<file path="src/rtl/mac_ro_pkg.sv">
package mac_ro_pkg;

    typedef enum logic [1:0] {
        RO_UINT = 2'd0,
        RO_SINT = 2'd1,
        RO_FRAC = 2'd2
    } ro_mode_e;

    typedef struct packed {
        logic neg;
        logic zero;
        logic ext;
        logic ovf;
    } ro_flags_t;

    function automatic ro_mode_e ro_decode(input logic frac, input logic su);
        if (frac)
            return RO_FRAC;
        else if (su)
            return RO_SINT;
        else
            return RO_UINT;
    endfunction

    function automatic logic uniform_bits16(input logic [15:0] v);
        return (v == 16'h0000) || (v == 16'hFFFF);
    endfunction

    function automatic logic uniform_bits8(input logic [7:0] v);
        return (v == 8'h00) || (v == 8'hFF);
    endfunction

endpackage

</file>
<file path="src/rtl/mac_ro_rne.sv">
// Shift right by SH with round-half-even on the dropped bits.
module mac_ro_rne #(
    parameter int IN_W = 48,
    parameter int SH   = 8
) (
    input  logic [IN_W-1:0]  din,
    input  logic             rnd_en,
    output logic [IN_W-SH:0] q
);
    localparam int Q_W = IN_W - SH + 1;
    localparam logic [SH-1:0] HALF = {1'b1, {(SH-1){1'b0}}};

    logic [Q_W-1:0] base;
    logic [SH-1:0]  rem;
    logic           inc;

    always_comb begin
        base = {din[IN_W-1], din[IN_W-1:SH]};
        rem  = din[SH-1:0];
        inc  = rnd_en && ((rem > HALF) || ((rem == HALF) && base[0]));
        q    = base + {{(Q_W-1){1'b0}}, inc};
    end
endmodule

</file>
<file path="src/rtl/mac_ro_frac.sv">
// Fractional readout: 16-bit rounded or 32-bit rounded/truncated, optional clamp.
module mac_ro_frac #(
    parameter int ACC_W     = 48,
    parameter int RES_W     = 32,
    parameter int SHORT_W   = 16,
    parameter int FINE_SH   = 8,
    parameter int COARSE_SH = 24
) (
    input  logic [ACC_W-1:0] acc,
    input  logic             su,
    input  logic             rnd,
    input  logic             omc,
    output logic [RES_W-1:0] res
);
    localparam int SIN_W = COARSE_SH + SHORT_W + 1;
    localparam int SQ_W  = SIN_W - COARSE_SH + 1;
    localparam int LQ_W  = ACC_W - FINE_SH + 1;
    localparam logic [SHORT_W-1:0] SAT_POS = {1'b0, {(SHORT_W-1){1'b1}}};
    localparam logic [SHORT_W-1:0] SAT_NEG = {1'b1, {(SHORT_W-1){1'b0}}};
    localparam logic [RES_W-1:0]   LSAT_POS = {1'b0, {(RES_W-1){1'b1}}};

    logic [SIN_W-1:0] short_in;
    logic [SQ_W-1:0]  short_q;
    logic [LQ_W-1:0]  long_q;
    logic             short_ovf;
    logic             long_fit;
    logic [SHORT_W-1:0] short_res;
    logic [RES_W-1:0]   long_res;

    assign short_in = {1'b0, acc[COARSE_SH+SHORT_W-1:0]};

    mac_ro_rne #(.IN_W(SIN_W), .SH(COARSE_SH)) u_rne_short (
        .din    (short_in),
        .rnd_en (1'b1),
        .q      (short_q)
    );

    mac_ro_rne #(.IN_W(ACC_W), .SH(FINE_SH)) u_rne_long (
        .din    (acc),
        .rnd_en (rnd),
        .q      (long_q)
    );

    always_comb begin
        short_ovf = |short_q[SQ_W-1:SHORT_W];
        long_fit  = ~|long_q[LQ_W-1:RES_W];

        if (omc && short_ovf)
            short_res = acc[ACC_W-1] ? SAT_NEG : SAT_POS;
        else
            short_res = short_q[SHORT_W-1:0];

        if (omc && !long_fit)
            long_res = long_q[LQ_W-1] ? '0 : LSAT_POS;
        else
            long_res = long_q[RES_W-1:0];

        res = su ? {{(RES_W-SHORT_W){1'b0}}, short_res} : long_res;
    end
endmodule

</file>
<file path="src/rtl/mac_ro_int.sv">
// Integer readout with unconditional clamping.
module mac_ro_int #(
    parameter int ACC_W = 48,
    parameter int RES_W = 32
) (
    input  logic [ACC_W-1:0] acc,
    input  logic             signed_mode,
    output logic [RES_W-1:0] res
);
    localparam logic [RES_W-1:0] S_MAX = {1'b0, {(RES_W-1){1'b1}}};
    localparam logic [RES_W-1:0] S_MIN = {1'b1, {(RES_W-1){1'b0}}};

    logic s_fit;
    logic u_fit;

    always_comb begin
        s_fit = (&acc[ACC_W-1:RES_W-1]) || (~|acc[ACC_W-1:RES_W-1]);
        u_fit = ~|acc[ACC_W-1:RES_W];
        if (signed_mode)
            res = s_fit ? acc[RES_W-1:0] : (acc[ACC_W-1] ? S_MIN : S_MAX);
        else
            res = u_fit ? acc[RES_W-1:0] : '1;
    end
endmodule

</file>
<file path="src/rtl/mac_ro_flags.sv">
// Status flag evaluation for one accumulator.
module mac_ro_flags #(
    parameter int ACC_W   = 48,
    parameter int RES_W   = 32,
    parameter int FINE_SH = 8
) (
    input  logic [ACC_W-1:0]        acc,
    input  mac_ro_pkg::ro_mode_e    mode,
    input  logic                    pav,
    output mac_ro_pkg::ro_flags_t   flags
);
    import mac_ro_pkg::*;

    localparam int FH_W = FINE_SH;
    localparam int IH_W = ACC_W - RES_W;

    logic [FH_W-1:0] frac_hi;
    logic [IH_W-1:0] int_hi;
    logic            is_zero;

    always_comb begin
        frac_hi = acc[ACC_W-1:ACC_W-FH_W];
        int_hi  = acc[ACC_W-1:RES_W];
        is_zero = (acc == '0);

        flags.zero = is_zero;
        flags.neg  = !is_zero && acc[ACC_W-1];
        flags.ovf  = pav;
        unique case (mode)
            RO_FRAC: flags.ext = !((frac_hi == '0) || (frac_hi == '1));
            RO_SINT: flags.ext = !((int_hi == '0) || (int_hi == '1));
            default: flags.ext = |int_hi;
        endcase
    end
endmodule

</file>
<file path="src/rtl/mac_readout_unit.sv">
module mac_readout_unit #(
    parameter int ACC_W     = 48,
    parameter int RES_W     = 32,
    parameter int SHORT_W   = 16,
    parameter int FINE_SH   = 8,
    parameter int COARSE_SH = 24
) (
    input  logic             clk,
    input  logic             rst,
    input  logic [ACC_W-1:0] acc_val,
    input  logic             ctl_frac,
    input  logic             ctl_su,
    input  logic             ctl_rnd,
    input  logic             ctl_omc,
    input  logic             acc_pav,
    input  logic             rd_stb,
    input  logic             flg_stb,
    output logic [RES_W-1:0] rd_data,
    output logic             rd_vld,
    output logic             flg_n,
    output logic             flg_z,
    output logic             flg_ev,
    output logic             flg_v,
    output logic             flg_vld
);
    import mac_ro_pkg::*;

    ro_mode_e           mode;
    logic [RES_W-1:0]   frac_res;
    logic [RES_W-1:0]   int_res;
    logic [RES_W-1:0]   rd_next;
    ro_flags_t          flg_next;
    ro_flags_t          flg_q;

    assign mode = ro_decode(ctl_frac, ctl_su);

    mac_ro_frac #(
        .ACC_W(ACC_W), .RES_W(RES_W), .SHORT_W(SHORT_W),
        .FINE_SH(FINE_SH), .COARSE_SH(COARSE_SH)
    ) u_frac (
        .acc (acc_val),
        .su  (ctl_su),
        .rnd (ctl_rnd),
        .omc (ctl_omc),
        .res (frac_res)
    );

    mac_ro_int #(.ACC_W(ACC_W), .RES_W(RES_W)) u_int (
        .acc         (acc_val),
        .signed_mode (ctl_su),
        .res         (int_res)
    );

    mac_ro_flags #(.ACC_W(ACC_W), .RES_W(RES_W), .FINE_SH(FINE_SH)) u_flags (
        .acc   (acc_val),
        .mode  (mode),
        .pav   (acc_pav),
        .flags (flg_next)
    );

    assign rd_next = (mode == RO_FRAC) ? frac_res : int_res;

    always_ff @(posedge clk) begin
        if (rst) begin
            rd_data <= '0;
            rd_vld  <= 1'b0;
            flg_q   <= '0;
            flg_vld <= 1'b0;
        end else begin
            rd_vld  <= rd_stb;
            flg_vld <= flg_stb;
            if (rd_stb)
                rd_data <= rd_next;
            if (flg_stb)
                flg_q <= flg_next;
        end
    end

    assign flg_n  = flg_q.neg;
    assign flg_z  = flg_q.zero;
    assign flg_ev = flg_q.ext;
    assign flg_v  = flg_q.ovf;
endmodule

</file>
<file path="config.mk">
export PLATFORM = sky130hd
export DESIGN_NAME = mac_readout_unit
export DESIGN_NICKNAME = d
export VERILOG_FILES = /design/src/rtl/mac_ro_pkg.sv /design/src/rtl/mac_ro_rne.sv /design/src/rtl/mac_ro_frac.sv /design/src/rtl/mac_ro_int.sv /design/src/rtl/mac_ro_flags.sv /design/src/rtl/mac_readout_unit.sv
export SDC_FILE = /design/constraint.sdc
export NUM_CORES = 1
export LEC_CHECK = 0
export BUFFER_PORTS_ARGS = -buffer_cell sky130_fd_sc_hd__buf_4
export CAP_MARGIN = 30
export CORE_ASPECT_RATIO = 0.5
export CORE_MARGIN = 2
export CORE_UTILIZATION = 55
export CTS_CLUSTER_DIAMETER = 40
export DETAILED_ROUTE_END_ITERATION = 6
export PLACE_DENSITY = 0.81
export RECOVER_POWER = 100
export REMOVE_ABC_BUFFERS = 1
export SLEW_MARGIN = 5
export SYNTH_ARGS = -nofsm -noshare
export SYNTH_HDL_FRONTEND = slang
export SYNTH_HIERARCHICAL = 1
export SYNTH_SLANG_ARGS = --single-unit
</file>
<file path="constraint.sdc">
create_clock -name clk -period 6.8 [get_ports clk]
set_clock_uncertainty 0.15 [all_clocks]
set_input_delay 1.02 -clock clk [delete_from_list [all_inputs] [get_ports clk]]
set_output_delay 1.02 -clock clk [all_outputs]
set_load 0.01 [all_outputs]
</file>
# --- Word level (Yosys, flattened, before mapping) ---
# Cells that the tools add are included.
# Widths: inputs -> output; s select.
totals:
  wordCells: 53
  ff_bits: 38
  ramBits: 0
  memories: 0
  input_bits: 57
  latch_bits: 0
  out_inout_bits: 38
  rom_bits: 0
op_classes:
  mul: 0
  order_cmp: 2
  shift: 0
  eq_ne: 6
  div: 0
  add_sub_neg: 2
  n_reduce_logical: 23
  n_bitwise: 0
  muxes: 13
op_table:
  columns: ["op", "n"]
  rows:
  - ["$mux 32", 7]
  - ["$logic_not 48->1", 1]
  - ["$add 40x2->41", 1]
  - ["$mux 16", 2]
  - ["$mux 31", 1]
  - ["$eq 24x24->1 const B", 1]
  - ["$gt 24x24->1 const B", 1]
  - ["$add 16x1->17", 1]
  - ["$reduce_and 17->1", 1]
  - ["$reduce_or 17->1", 1]
  - ["$eq 16x16->1 const B", 1]
  - ["$eq 8x8->1 const B", 2]
  - ["$logic_not 16->1", 1]
  - ["$reduce_or 16->1", 1]
  - ["$reduce_or 9->1", 1]
  - ["$gt 8x8->1 const B", 1]
  - ["$logic_not 8->1", 1]
  - ["$logic_and 1x1->1", 6]
  - ["$logic_or 1x1->1", 5]
  - ["$logic_not 1->1", 4]
  - ["$eq 2x1->1 const B", 1]
  - ["$eq 2x2->1 const B", 1]
  - ["$mux 2", 1]
  - ["$pmux 1 s2", 1]
  - ["2 further kinds", 2]

# --- Longest topological paths before layout ---
# Gate-level depths: netlist (run 1).
logic_depth:
  depth_word: 10
  depth_mapped: 15
  depth_no_buf: 14

# --- Cells and area by module ---
# The synthesis (run 1) kept the hierarchy.
by_module_without_submodules:
  columns: ["mod", "seq_area_each_um2", "cells_each", "area_per_inst_um2", "n_inst"]
  rows:
  - ["mac_readout_unit", 760.7, 161, 1640.3, 1]
  - ["mac_ro_rne at u_frac.u_rne_long", 0.0, 120, 848.3, 1]
  - ["mac_ro_frac", 0.0, 101, 545.5, 1]
  - ["mac_ro_int", 0.0, 56, 461.7, 1]
  - ["mac_ro_rne at u_frac.u_rne_short", 0.0, 52, 382.9, 1]
  - ["mac_ro_flags", 0.0, 34, 215.2, 1]

# --- Worst setup path after synthesis (run 1) ---
# No wires, ideal clock.
synth_timing:
  kind: "input port to flip-flop"
  from: "in acc_val[1]"
  to: "reg rd_data[31]"
  required_time_ns: 6.564
  setup_time_ns: 0.086
  slack_ns: 2.598
  cell_stages: 14
  arrival_time_ns: 3.967
  path_buffers: 1
  path_cell_list: "nor4_1 a21oi_1 ha_1 ha_1 nand3_1 nor4_4 nand4_1 xnor2_1 or4_4 o31a_1 buf_6 nor3b_2 mux2i_1 a211oi_1"
synth_between:
  elab_chain_len: 10
  elab_cells_between_ends: 11
  classes_between: "add/sub (1); order compare (1); eq/ne (1); mux (3); reduce/logical (5)"
synth_lines:
  columns: ["item", "line_no", "text"]
  rows:
  - ["start: declaration", "mac_readout_unit.sv:10", "input logic [ACC_W-1:0] acc_val,"]
  - ["parallel branches: the longest is 2 deep, another holds $gt 8x8->1", null, null]
  - ["$logic_or 1x1->1 (*)", "mac_ro_rne.sv:20", "inc = rnd_en && ((rem > HALF) || ((rem == HALF) && base[0]));"]
  - ["$logic_and 1x1->1 (*)", "mac_ro_rne.sv:20", null]
  - ["$add 40x2->41 (*)", "mac_ro_rne.sv:21", "q = base + {{(Q_W-1){1'b0}}, inc};"]
  - ["via u_frac.long_q[36]", "mac_ro_frac.sv:24", "logic [LQ_W-1:0] long_q;"]
  - ["$reduce_or 9->1 (*)", "mac_ro_frac.sv:46", "long_fit = ~|long_q[LQ_W-1:RES_W];"]
  - ["$logic_and 1x1->1 (*)", "mac_ro_frac.sv:53", "if (omc && !long_fit)"]
  - ["$mux 32 (*)", "mac_ro_frac.sv:53", null]
  - ["$mux 32 (*)", "mac_ro_frac.sv:58", "res = su ? {{(RES_W-SHORT_W){1'b0}}, short_res} : long_res;"]
  - ["via frac_res[31]", "mac_readout_unit.sv:29", "logic [RES_W-1:0] frac_res;"]
  - ["$mux 32 (*)", "mac_readout_unit.sv:61", "assign rd_next = (mode == RO_FRAC) ? frac_res : int_res;"]
  - ["end signal: assignment", "mac_readout_unit.sv:73", "rd_data <= rd_next;"]
  - ["end: declaration", "mac_readout_unit.sv:18", "output logic [RES_W-1:0] rd_data,"]
# Mark *: on every way through the listed nets, which the timed path passes.
# A chain may end at the register's enable or synchronous reset.

# --- Worst setup path in the final report (run 1) ---
layout_timing:
  from: "in acc_val[0]"
  to: "reg rd_data[30]"
# The elaborated chain is that of the path after synthesis.

==> results of run 1 <==
-- sequential cells by signal, indices dropped and copies added, names as in the netlist --
| signal | count |
|---|---|
| rd_data | 32 |
| flg_v | 1 |
| flg_vld | 1 |
| rd_vld | 1 |
| flg_ev | 1 |
| flg_n | 1 |
| flg_z | 1 |
-- worst paths after layout --
path | startpoint | end | slack [ns]
hold / removal | rd_data[1] | rd_data[1] | 0.33
setup / recovery | acc_val[0] | rd_data[30] | 1.33
setup reg to reg | rd_data[22] | rd_data[22] | 5.89
hold reg to reg | rd_data[1] | rd_data[1] | 0.33
-- power breakdown --
group / switching [mW] / internal, mW / total (mW) / leakage, nW
registers: 0.00818 / 0.240 / 0.248 / 0.316
logic: 0.130 / 0.0874 / 0.217 / 1.35
clock network: 0.0895 / 0.142 / 0.231 / 0.0688
-- metrics by stage --
| stage | setup WS [ns] | utilization, % |
|---|---|---|
| floorplan | 2.457 | - |
| global placement | 1.543 | 64.15 |
| detailed placement | 1.937 | 64.36 |
| CTS | 2.206 | 66.27 |
| global route | 1.047 | 63.64 |
| finish | 1.331 | 63.64 |
-- cell families after synthesis --
| logic type | share of synthesized area (%) |
|---|---|
| adder cells (fa/ha/maj) | 1.834 |
| buffers and inverters | 7.488 |
| multiplexers | 9.047 |
| flip-flops | 18.58 |
| XOR/XNOR | 11.52 |
| other | 0.1834 |
| AND/OR/NAND/NOR | 31.42 |
| AO/OA/AOI/OAI | 19.93 |
-- layout make-up --
cell class                 instances  area (µm²)  share of cell area [%]
clock buffer                       6       138.9                   3.003
multi-input combinational        441        2997                   64.80
inverter                          10       37.54                  0.8117
timing repair buffer              97       570.5                   12.34
tap                               96       120.1                   2.597
sequential                        38       760.7                   16.45
-- worst max-delay path, stage by stage --
cell      delay (ns)
clkbuf_1        0.19
nor4_1          0.09
a21oi_1         0.18
ha_1            0.22
ha_1            0.20
nand3_1         0.22
nor4_1          1.22
nand4_1         0.22
xnor2_1         0.19
or4_1           0.56
o31a_1          0.47
o21ai_0         0.26
mux2i_1         0.13
a211oi_1        0.32
-- per-layer routing --
metal / global-route usage (%) / part of all wire [%]
met1: 42.15 / 46
met2: 48.19 / 43
met3: 6.771 / 9.7
met4: 6.456 / 0.95
met5: 0 / 0
-- cells in the final DEF, fill, tap and decap left out, types with 28 or more instances in the layout --
| master | synthesis | routed |
|---|---|---|
| nand2_1 | 51 | 51 |
| a211oi_1 | 32 | 32 |
| nor2_1 | 67 | 68 |
| buf_4 | 5 | 55 |
| dfxtp_1 | 38 | 38 |
| clkbuf_1 | 13 | 42 |
| o21a_1 | 33 | 33 |
| nand4_1 | 28 | 28 |
| xnor2_1 | 42 | 42 |
| mux2i_1 | 37 | 37 |
==> out/metrics.cfg, run 1 <==
[status]
outcome = finished with violations
failed_checks = max-capacitance violations, max-slew violations

[power_and_ir_drop]
p_leak_nw = 1.734
ir_drop_uv = 94.40
power_density_mw_per_mm2 = 150.7
power_uw = 696.7

[yosys]
synth_area_leaders = dfxtp_1 (19%), mux2i_1 (9.0%), xnor2_1 (9.0%)
async_reset_ff_share_pct = 0
syn_area_mm2 = 0.004094
synth.top_cells.by_count = nor2_1 (67), nand2_1 (51), xnor2_1 (42)
ys_seq_area_share_pct = 18.58
syn_area_per_cell_um2 = 7.813
synth_cell_types = 51
yosys_warnings = 6
synth.most_common_cell = nor2_1
synth-edff-count = 0
ys_seq_elements = 38
synth_top_area_share_pct = 18.58
synth_area_leader_cell = dfxtp_1
netlist_instances = 524
synth_ff_type = dfxtp_1

[clocking]
clk_latency_ns = 0.29
cts_root_buffer = clkbuf_16
clkSinkCount = 38
cts_tree = yes
cts_buffer_depth = 2
holdBufCountCts = 0
cts_setup_buffers = 0
cts_buffers = 5
path_clk_slew_ns = 0.06
cts_resized = 0
cts.htree.levels = 2

[critical_path]
cp_max_fo = 17
worstSetupStartpointType = input port
worstSetupPathType = input port to register
required_ns = 6.82
cp.arrival_ns = 5.49
critPathCaptureType = register
ff2ff_path_depth = 2

[placed_design]
placed_area_mm2 = 0.004677
portBuffers = 94
gp_congestion = 0.9778
dp_hpwl_mm = 8.612
dp_cells = 682

[layout]
fillers = 695
drive_above_1_share_pct = 13.51
fin_nets = 656
antenna_cells = 0
area_growth_pct = 12.96
fin_area_mm2 = 0.004624
final_cells = 688

[flow_run]
drv_cap = 2

[route]
ant_nets = 0
dr.pass1.iters = 5
vias_per_cell = 6.406
dr_total_vias = 4407
post-route-drc-count = 0
wl_per_cell_um = 18.10
drt_iter0_drc = 502
finalWirelength_mm = 12.46

[timing]
worst_pin_slew_ns = 2.485
hold_viol_final = 0
relSlewSlack_pct = -65.68
period_needed_ns = 5.469
setup_tns_ns = 0
setup_viol = 0
hold_ws_ns = 0.3301
grt_setup_unrepaired = no
post-route-period-util_pct = 80.42
clock.fmax_mhz = 182.9
drv_slew = 75

[floorplanning]
core_mm2 = 0.007267
fp.dieArea_mm2 = 0.008191
placementRows = 22
die_x_um = 126.0
die_h_um = 65.01
initial_core_util_pct = 56.34
ios = 95

[global_route]
grt_pass1_wl_mm = 20.16
grt_overflow_total = 0
track_usage_pct = 30.27
grt_max_degree = 66
antenna_found_initial = 0
grt_pass1_vias = 3951

[hold_path]
hold_path_class = register to register
whs_path_depth = 2

(Power assumes the default switching activity.)
==> run 2: changes to the inputs <==
==> constraint.sdc (replaced) <==
create_clock -name clk -period 5.45 [get_ports clk]
set_clock_uncertainty 0.15 [all_clocks]
set_input_delay 0.8175 -clock clk [delete_from_list [all_inputs] [get_ports clk]]
set_output_delay 0.8175 -clock clk [all_outputs]
set_load 0.01 [all_outputs]
==> run 2 against run 1 <==
The run still ends with max-capacitance violations, max-slew violations left; clock-buffer cell count increased by 1; register-to-register slack got worse by 1.3 ns; cell count increased by 0.29%; utilization increased by 0.48 points; non-clock buffer count unchanged; routed wire length decreased by 0.39%; global-route usage about the same; critical endpoint is now rd_data[13].
==> out/metrics.cfg, run 2 (same netlist as run 1, synthesis figures left out) <==
[placed_design]
dp_hpwl_mm = 8.612  ; about the same
portBuffers = 94  ; unchanged
gp_congestion = 0.9545  ; -2.4%

[critical_path]
cp-startpoint = acc_val[1]
crit_family = simple AND/OR/NAND/NOR gates
r2r-end = rd_data[2]
max_stage_delay_ns = 0.63  ; -0.59 ns
required_ns = 5.39  ; -1.43 ns
cp_max_fo = 15  ; -2
ff2ff_path_depth = 2  ; unchanged
critPathCaptureType = register
cp_num_buf_inv = 2  ; +1
r2r_start = rd_data[2]
reg2reg_slack_ns = 4.57  ; -1.32 ns
worstSetupStartpointType = input port
cp.arrival_ns = 4.77  ; -0.72 ns
slowest_stage = nor4_4
crit_chain = buf_4, nor4_1, a21oi_1, ha_1, ha_1, nand3_1, nor4_4, nand4_1, xnor2_1, or4_1, o21ai_0, clkbuf_1, a221oi_1, mux2i_1, a211oi_1
worstSetupPathType = input port to register
cp_common_cell = ha_1

[global_route]
busiest_layer = met2
grt_max_degree = 66  ; unchanged
met3_usage_pct = 7.432  ; +0.66 points
grt_pass1_vias = 4014  ; +1.6%
grt_pass1_wl_mm = 20.11  ; -0.27%
grt_overflow_total = 0  ; unchanged
track_usage_pct = 30.30  ; +0.032 points
antenna_found_initial = 0  ; unchanged
met1_usage_pct = 42.71  ; +0.56 points
grtUsageMet2_pct = 45.83  ; -2.4 points

[timing]
setup_viol = 0  ; unchanged
post-route-period-util_pct = 88.57
relSlewSlack_pct = -68.51  ; -2.8 points
period_needed_ns = 4.827
setup_tns_ns = 0  ; unchanged
hold_viol_final = 0  ; unchanged
worst_pin_slew_ns = 2.528  ; +0.04239 ns
drv_slew = 75  ; unchanged
clock.fmax_mhz = 207.2
grt_setup_unrepaired = no

[hold_path]
whs_path_depth = 2  ; unchanged
hold_path_class = register to register
hold_end = rd_data[3]
min_from = rd_data[3]

[clocking]
clk_latency_ns = 0.29  ; about the same
clkSinkCount = 38  ; unchanged
cts.htree.levels = 2  ; unchanged
cts_setup_buffers = 0  ; unchanged
cts_buffers = 5  ; unchanged
path_clk_slew_ns = 0.06  ; about the same
cts_buffer_depth = 2  ; unchanged
cts_root_buffer = clkbuf_16
cts_resized = 0  ; unchanged
cts_tree = yes
holdBufCountCts = 0  ; unchanged

[layout]
mostFrequentLayoutCells = nor2_1 (67), buf_4 (56), nand2_1 (51), clkbuf_1 (42), xnor2_1 (42)
antenna_cells = 0  ; unchanged
largest-register = rd_data
area_growth_pct = 13.81
drive_above_1_share_pct = 14.14  ; +0.63 points
fillers = 703  ; +1.2%
ff_latch_area_um2 = 760.7  ; unchanged
fin_nets = 656  ; unchanged
utilization_pct = 64.12  ; +0.48 points
multi_input_area_mm2 = 0.003019  ; +0.75%
final_common_cell = nor2_1
largest_register_ffs = 32  ; unchanged

[floorplanning]
ios = 95  ; unchanged
die_x_um = 126.0  ; unchanged
core_mm2 = 0.007267  ; unchanged
placementRows = 22  ; unchanged
die_h_um = 65.01  ; unchanged
initial_core_util_pct = 56.34  ; unchanged
fp.dieArea_mm2 = 0.008191  ; unchanged

[power_and_ir_drop]
power_uw = 882.5  ; +27%
p_leak_nw = 1.756  ; +1.3%
power_density_mw_per_mm2 = 189.4  ; +26%
p_sw_uw = 292.0  ; +28%
p_sw_share_pct = 33.08  ; +0.44 points
ir_drop_uv = 120.3  ; +27%
seqPwrFrac_pct = 35.1  ; -0.5 points
power_frac_comb_pct = 30.9  ; -0.3 points
p_int_uw = 590.6  ; +26%
clkPwrFrac_pct = 34.0  ; +0.8 points

[route]
ant_nets = 0  ; unchanged
finalWirelength_mm = 12.41  ; -0.39%
drt_iter0_drc = 349  ; -30%
post-route-drc-count = 0  ; unchanged
vias_per_cell = 6.381  ; -0.38%
dr.pass1.iters = 5  ; unchanged
dr_total_vias = 4403  ; -0.091%
wl_per_cell_um = 17.98  ; -0.67%

[status]
outcome = finished with violations
failed_checks = max-capacitance violations, max-slew violations

[flow_run]
drv_cap = 2  ; unchanged

[run 2: cell types whose count changed in the layout (fill, tap and decap cells not counted)]
cell,previous run,this run
nor2_1,68,67
nor4_4,2,3
nor4_1,24,23
nor2_4,1,2
clkinv_2,0,1
o21ai_0,15,16
buf_4,55,56
o21ai_1,2,1
[run 2: worst max path at each step]
stage | to | slack [ns] | cells after the start
floorplan | rd_data[0] | 1.31 | 13
global placement | rd_data[31] | 0.88 | 14
detailed placement | rd_data[20] | 0.78 | 14
CTS | rd_data[20] | 1.06 | 14
global route | rd_data[1] | 0.40 | 15
finish | rd_data[13] | 0.62 | 15
[run 2: stage by stage]
| step | instances | setup slack [ns] | hold slack (ns) | instance area, µm² |
|---|---|---|---|---|
| CTS | 690 | 1.062 | 0.3348 | 4825 |
| global placement | 682 | 0.8830 | 0.3226 | 4677 |
| floorplan | 489 | 1.309 | 0.3494 | 3829 |
| detailed placement | 682 | 0.7849 | 0.3270 | 4677 |
| global route | 690 | 0.3975 | 0.3622 | 4659 |
| finish | 690 | 0.6228 | 0.3329 | 4659 |
[run 2: worst reg2reg max path, stage by stage (launching register included)]
cell	delay, ns
dfxtp_1	0.34
nor2_1	0.05
a211oi_1	0.24
[run 2: area by class of cell]
cell class | count | share of cell area (%)
multi-input combinational | 441 | 64.80
sequential | 38 | 16.33
timing repair buffer | 97 | 12.33
clock buffer | 7 | 3.061
tap | 96 | 2.578
inverter | 10 | 0.8056
clock inverter | 1 | 0.1074
[run 2: metal layers]
metal | share of wire [%] | vias to the layer above
met2 | 42 | 257
li1 | - | 2083
met1 | 46 | 2041
met3 | 10 | 22
met5 | 0 | -
met4 | 1.2 | 0
[run 2: power groups by stage]
stage / combinational [mW] / sequential [mW] / clock (mW)
CTS: 0.285 / 0.310 / 0.306
floorplan: 0.121 / 0.326 / 0
detailed placement: 0.284 / 0.316 / 0
global route: 0.297 / 0.312 / 0.321
finish: 0.273 / 0.310 / 0.300
global placement: 0.281 / 0.315 / 0
==> run 3: changes to the inputs <==
--- a/config.mk
+++ b/config.mk
@@ -13,7 +13,7 @@
 export CTS_CLUSTER_DIAMETER = 40
 export DETAILED_ROUTE_END_ITERATION = 6
 export PLACE_DENSITY = 0.81
-export RECOVER_POWER = 100
+export RECOVER_POWER = 50
 export REMOVE_ABC_BUFFERS = 1
 export SLEW_MARGIN = 5
 export SYNTH_ARGS = -nofsm -noshare
==> run 3 against run 2 <==
The run still ends with max-capacitance violations, max-slew violations left; design area rose by 0.72%; worst setup slack improved by 0.36 ns; cell count did not move; largest cell class unchanged.
==> out/metrics.cfg, run 3 (same netlist as run 1, synthesis figures left out) <==
[status]
outcome = finished with violations
failed_checks = max-capacitance violations, max-slew violations

[layout]
fin_area_mm2 = 0.004693  ; +0.72%
area_growth_pct = 14.64
largest-register = rd_data
final_cells = 690  ; unchanged
fin_nets = 656  ; unchanged
fillers = 697  ; -0.85%
final_common_cell = nor2_1
largest_register_ffs = 32  ; unchanged
drive_above_1_share_pct = 15.49  ; +1.3 points
antenna_cells = 0  ; unchanged
mostFrequentLayoutCells = nor2_1 (67), buf_4 (62), nand2_1 (51), xnor2_1 (42), dfxtp_1 (38)
utilization_pct = 64.58  ; +0.46 points

[route]
vias_per_cell = 6.386  ; about the same
dr_total_vias = 4406  ; +0.068%
finalWirelength_mm = 12.35  ; -0.46%
wl_per_cell_um = 17.90  ; -0.46%
ant_nets = 0  ; unchanged
dr.pass1.iters = 5  ; unchanged
post-route-drc-count = 0  ; unchanged
drt_iter0_drc = 321  ; -8.0%

[timing]
setup_tns_ns = 0  ; unchanged
period_needed_ns = 4.467  ; -0.3601 ns
drv_slew = 39  ; -48%
post-route-period-util_pct = 81.97  ; -6.6 points
hold_ws_ns = 0.3346  ; +0.001640 ns
hold_viol_final = 0  ; unchanged
clock.fmax_mhz = 223.9  ; +8.1%
grt_setup_unrepaired = no
relSlewSlack_pct = -17.94  ; +51 points
worst_pin_slew_ns = 1.769  ; -0.7585 ns
fin_ws_ns = 0.9829  ; +0.3601 ns
setup_viol = 0  ; unchanged

[critical_path]
cp.arrival_ns = 4.49  ; -0.28 ns
worstSetupPathType = input port to register
worstSetupStartpointType = input port
critPathCaptureType = register
r2r_start = rd_data[2]
slowest_stage = nor4_4
crit_family = simple AND/OR/NAND/NOR gates
required_ns = 5.48  ; +0.09 ns
ff2ff_path_depth = 2  ; unchanged
cp_common_cell = ha_1
cp.depth = 14  ; -1
reg2reg_slack_ns = 4.56  ; about the same
cp-startpoint = acc_val[1]
max_stage_delay_ns = 0.62  ; about the same
cp_num_buf_inv = 1  ; -1
cp_max_fo = 17  ; +2
crit_chain = buf_4, nor4_1, a21oi_1, ha_1, ha_1, nand3_1, nor4_4, nand4_1, xnor2_1, or4_4, o31a_1, o21ai_1, mux2i_1, a211oi_1

[global_route]
busiest_layer = met2
grtUsageMet2_pct = 45.83  ; unchanged
grt_overflow_total = 0  ; unchanged
met3_usage_pct = 7.432  ; unchanged
grt_max_degree = 66  ; unchanged
antenna_found_initial = 0  ; unchanged
track_usage_pct = 30.30  ; unchanged
grt_pass1_wl_mm = 20.11  ; unchanged
grt_pass1_vias = 4014  ; unchanged
met1_usage_pct = 42.71  ; unchanged

[power_and_ir_drop]
power_uw = 883.4  ; about the same
power_density_mw_per_mm2 = 188.2  ; -0.63%
p_leak_nw = 1.781  ; +1.5%
ir_drop_uv = 124.4  ; +3.4%
p_int_uw = 591.6  ; +0.18%
p_sw_uw = 291.7  ; about the same
seqPwrFrac_pct = 35.1  ; about the same
clkPwrFrac_pct = 33.8  ; -0.2 points
power_frac_comb_pct = 31.1  ; +0.2 points
p_sw_share_pct = 33.03  ; -0.056 points

[hold_path]
whs_path_depth = 2  ; unchanged
min_from = rd_data[3]
hold_path_class = register to register

[placed_design]
portBuffers = 94  ; unchanged
placed_area_mm2 = 0.004677  ; unchanged
dp_cells = 682  ; unchanged
gp_congestion = 0.9545  ; unchanged
dp_hpwl_mm = 8.612  ; unchanged
dp_slack_ns = 0.7849  ; unchanged

[clocking]
path_clk_slew_ns = 0.06  ; about the same
cts_setup_buffers = 0  ; unchanged
clk_latency_ns = 0.29  ; about the same
cts.htree.levels = 2  ; unchanged
holdBufCountCts = 0  ; unchanged
cts_tree = yes
cts_buffer_depth = 2  ; unchanged
cts_buffers = 5  ; unchanged
cts_root_buffer = clkbuf_16
clkSinkCount = 38  ; unchanged
cts_resized = 0  ; unchanged

[floorplanning]
placementRows = 22  ; unchanged
core_mm2 = 0.007267  ; unchanged
ios = 95  ; unchanged
initial_core_util_pct = 56.34  ; unchanged
die_h_um = 65.01  ; unchanged
die_x_um = 126.0  ; unchanged
fp.dieArea_mm2 = 0.008191  ; unchanged

[flow_run]
drv_cap = 1  ; -1

## run 3: worst reg2reg max path: cells and delay by family, from the launching register on
kind / cells / cell delay, ns
DFF: 1 / 0.35
AOI/OAI and AO/OA: 1 / 0.24
and+or+nand+nor: 1 / 0.05
## run 3: routing by layer
metal	vias up	part of all wire, %
li1	2077	-
met1	2050	46
met2	263	43
met3	16	11
met4	0	1.1
met5	-	0
## run 3: worst paths after layout
path,endpoint
worst max-delay path,rd_data[26]
worst min-delay path,rd_data[3]
worst max register to register,rd_data[2]
worst min register to register,rd_data[3]
## run 3: cell type report
class / instances / area [µm²] / share of cell area [%]
Clock buffer: 7 / 142.6 / 3.039
Clock inverter: 1 / 5.005 / 0.1066
Inverter: 10 / 37.54 / 0.7998
Multi-Input combinational cell: 441 / 3030 / 64.57
Sequential cell: 38 / 760.7 / 16.21
Tap cell: 96 / 120.1 / 2.559
Timing Repair Buffer: 97 / 596.8 / 12.72
## run 3: power by group through the flow
stage	clock network (mW)	logic [mW]	registers [mW]
floorplan	0	0.121	0.326
global placement	0	0.281	0.315
detailed placement	0	0.284	0.316
CTS	0.306	0.285	0.310
global route	0.321	0.299	0.312
finish	0.299	0.275	0.310
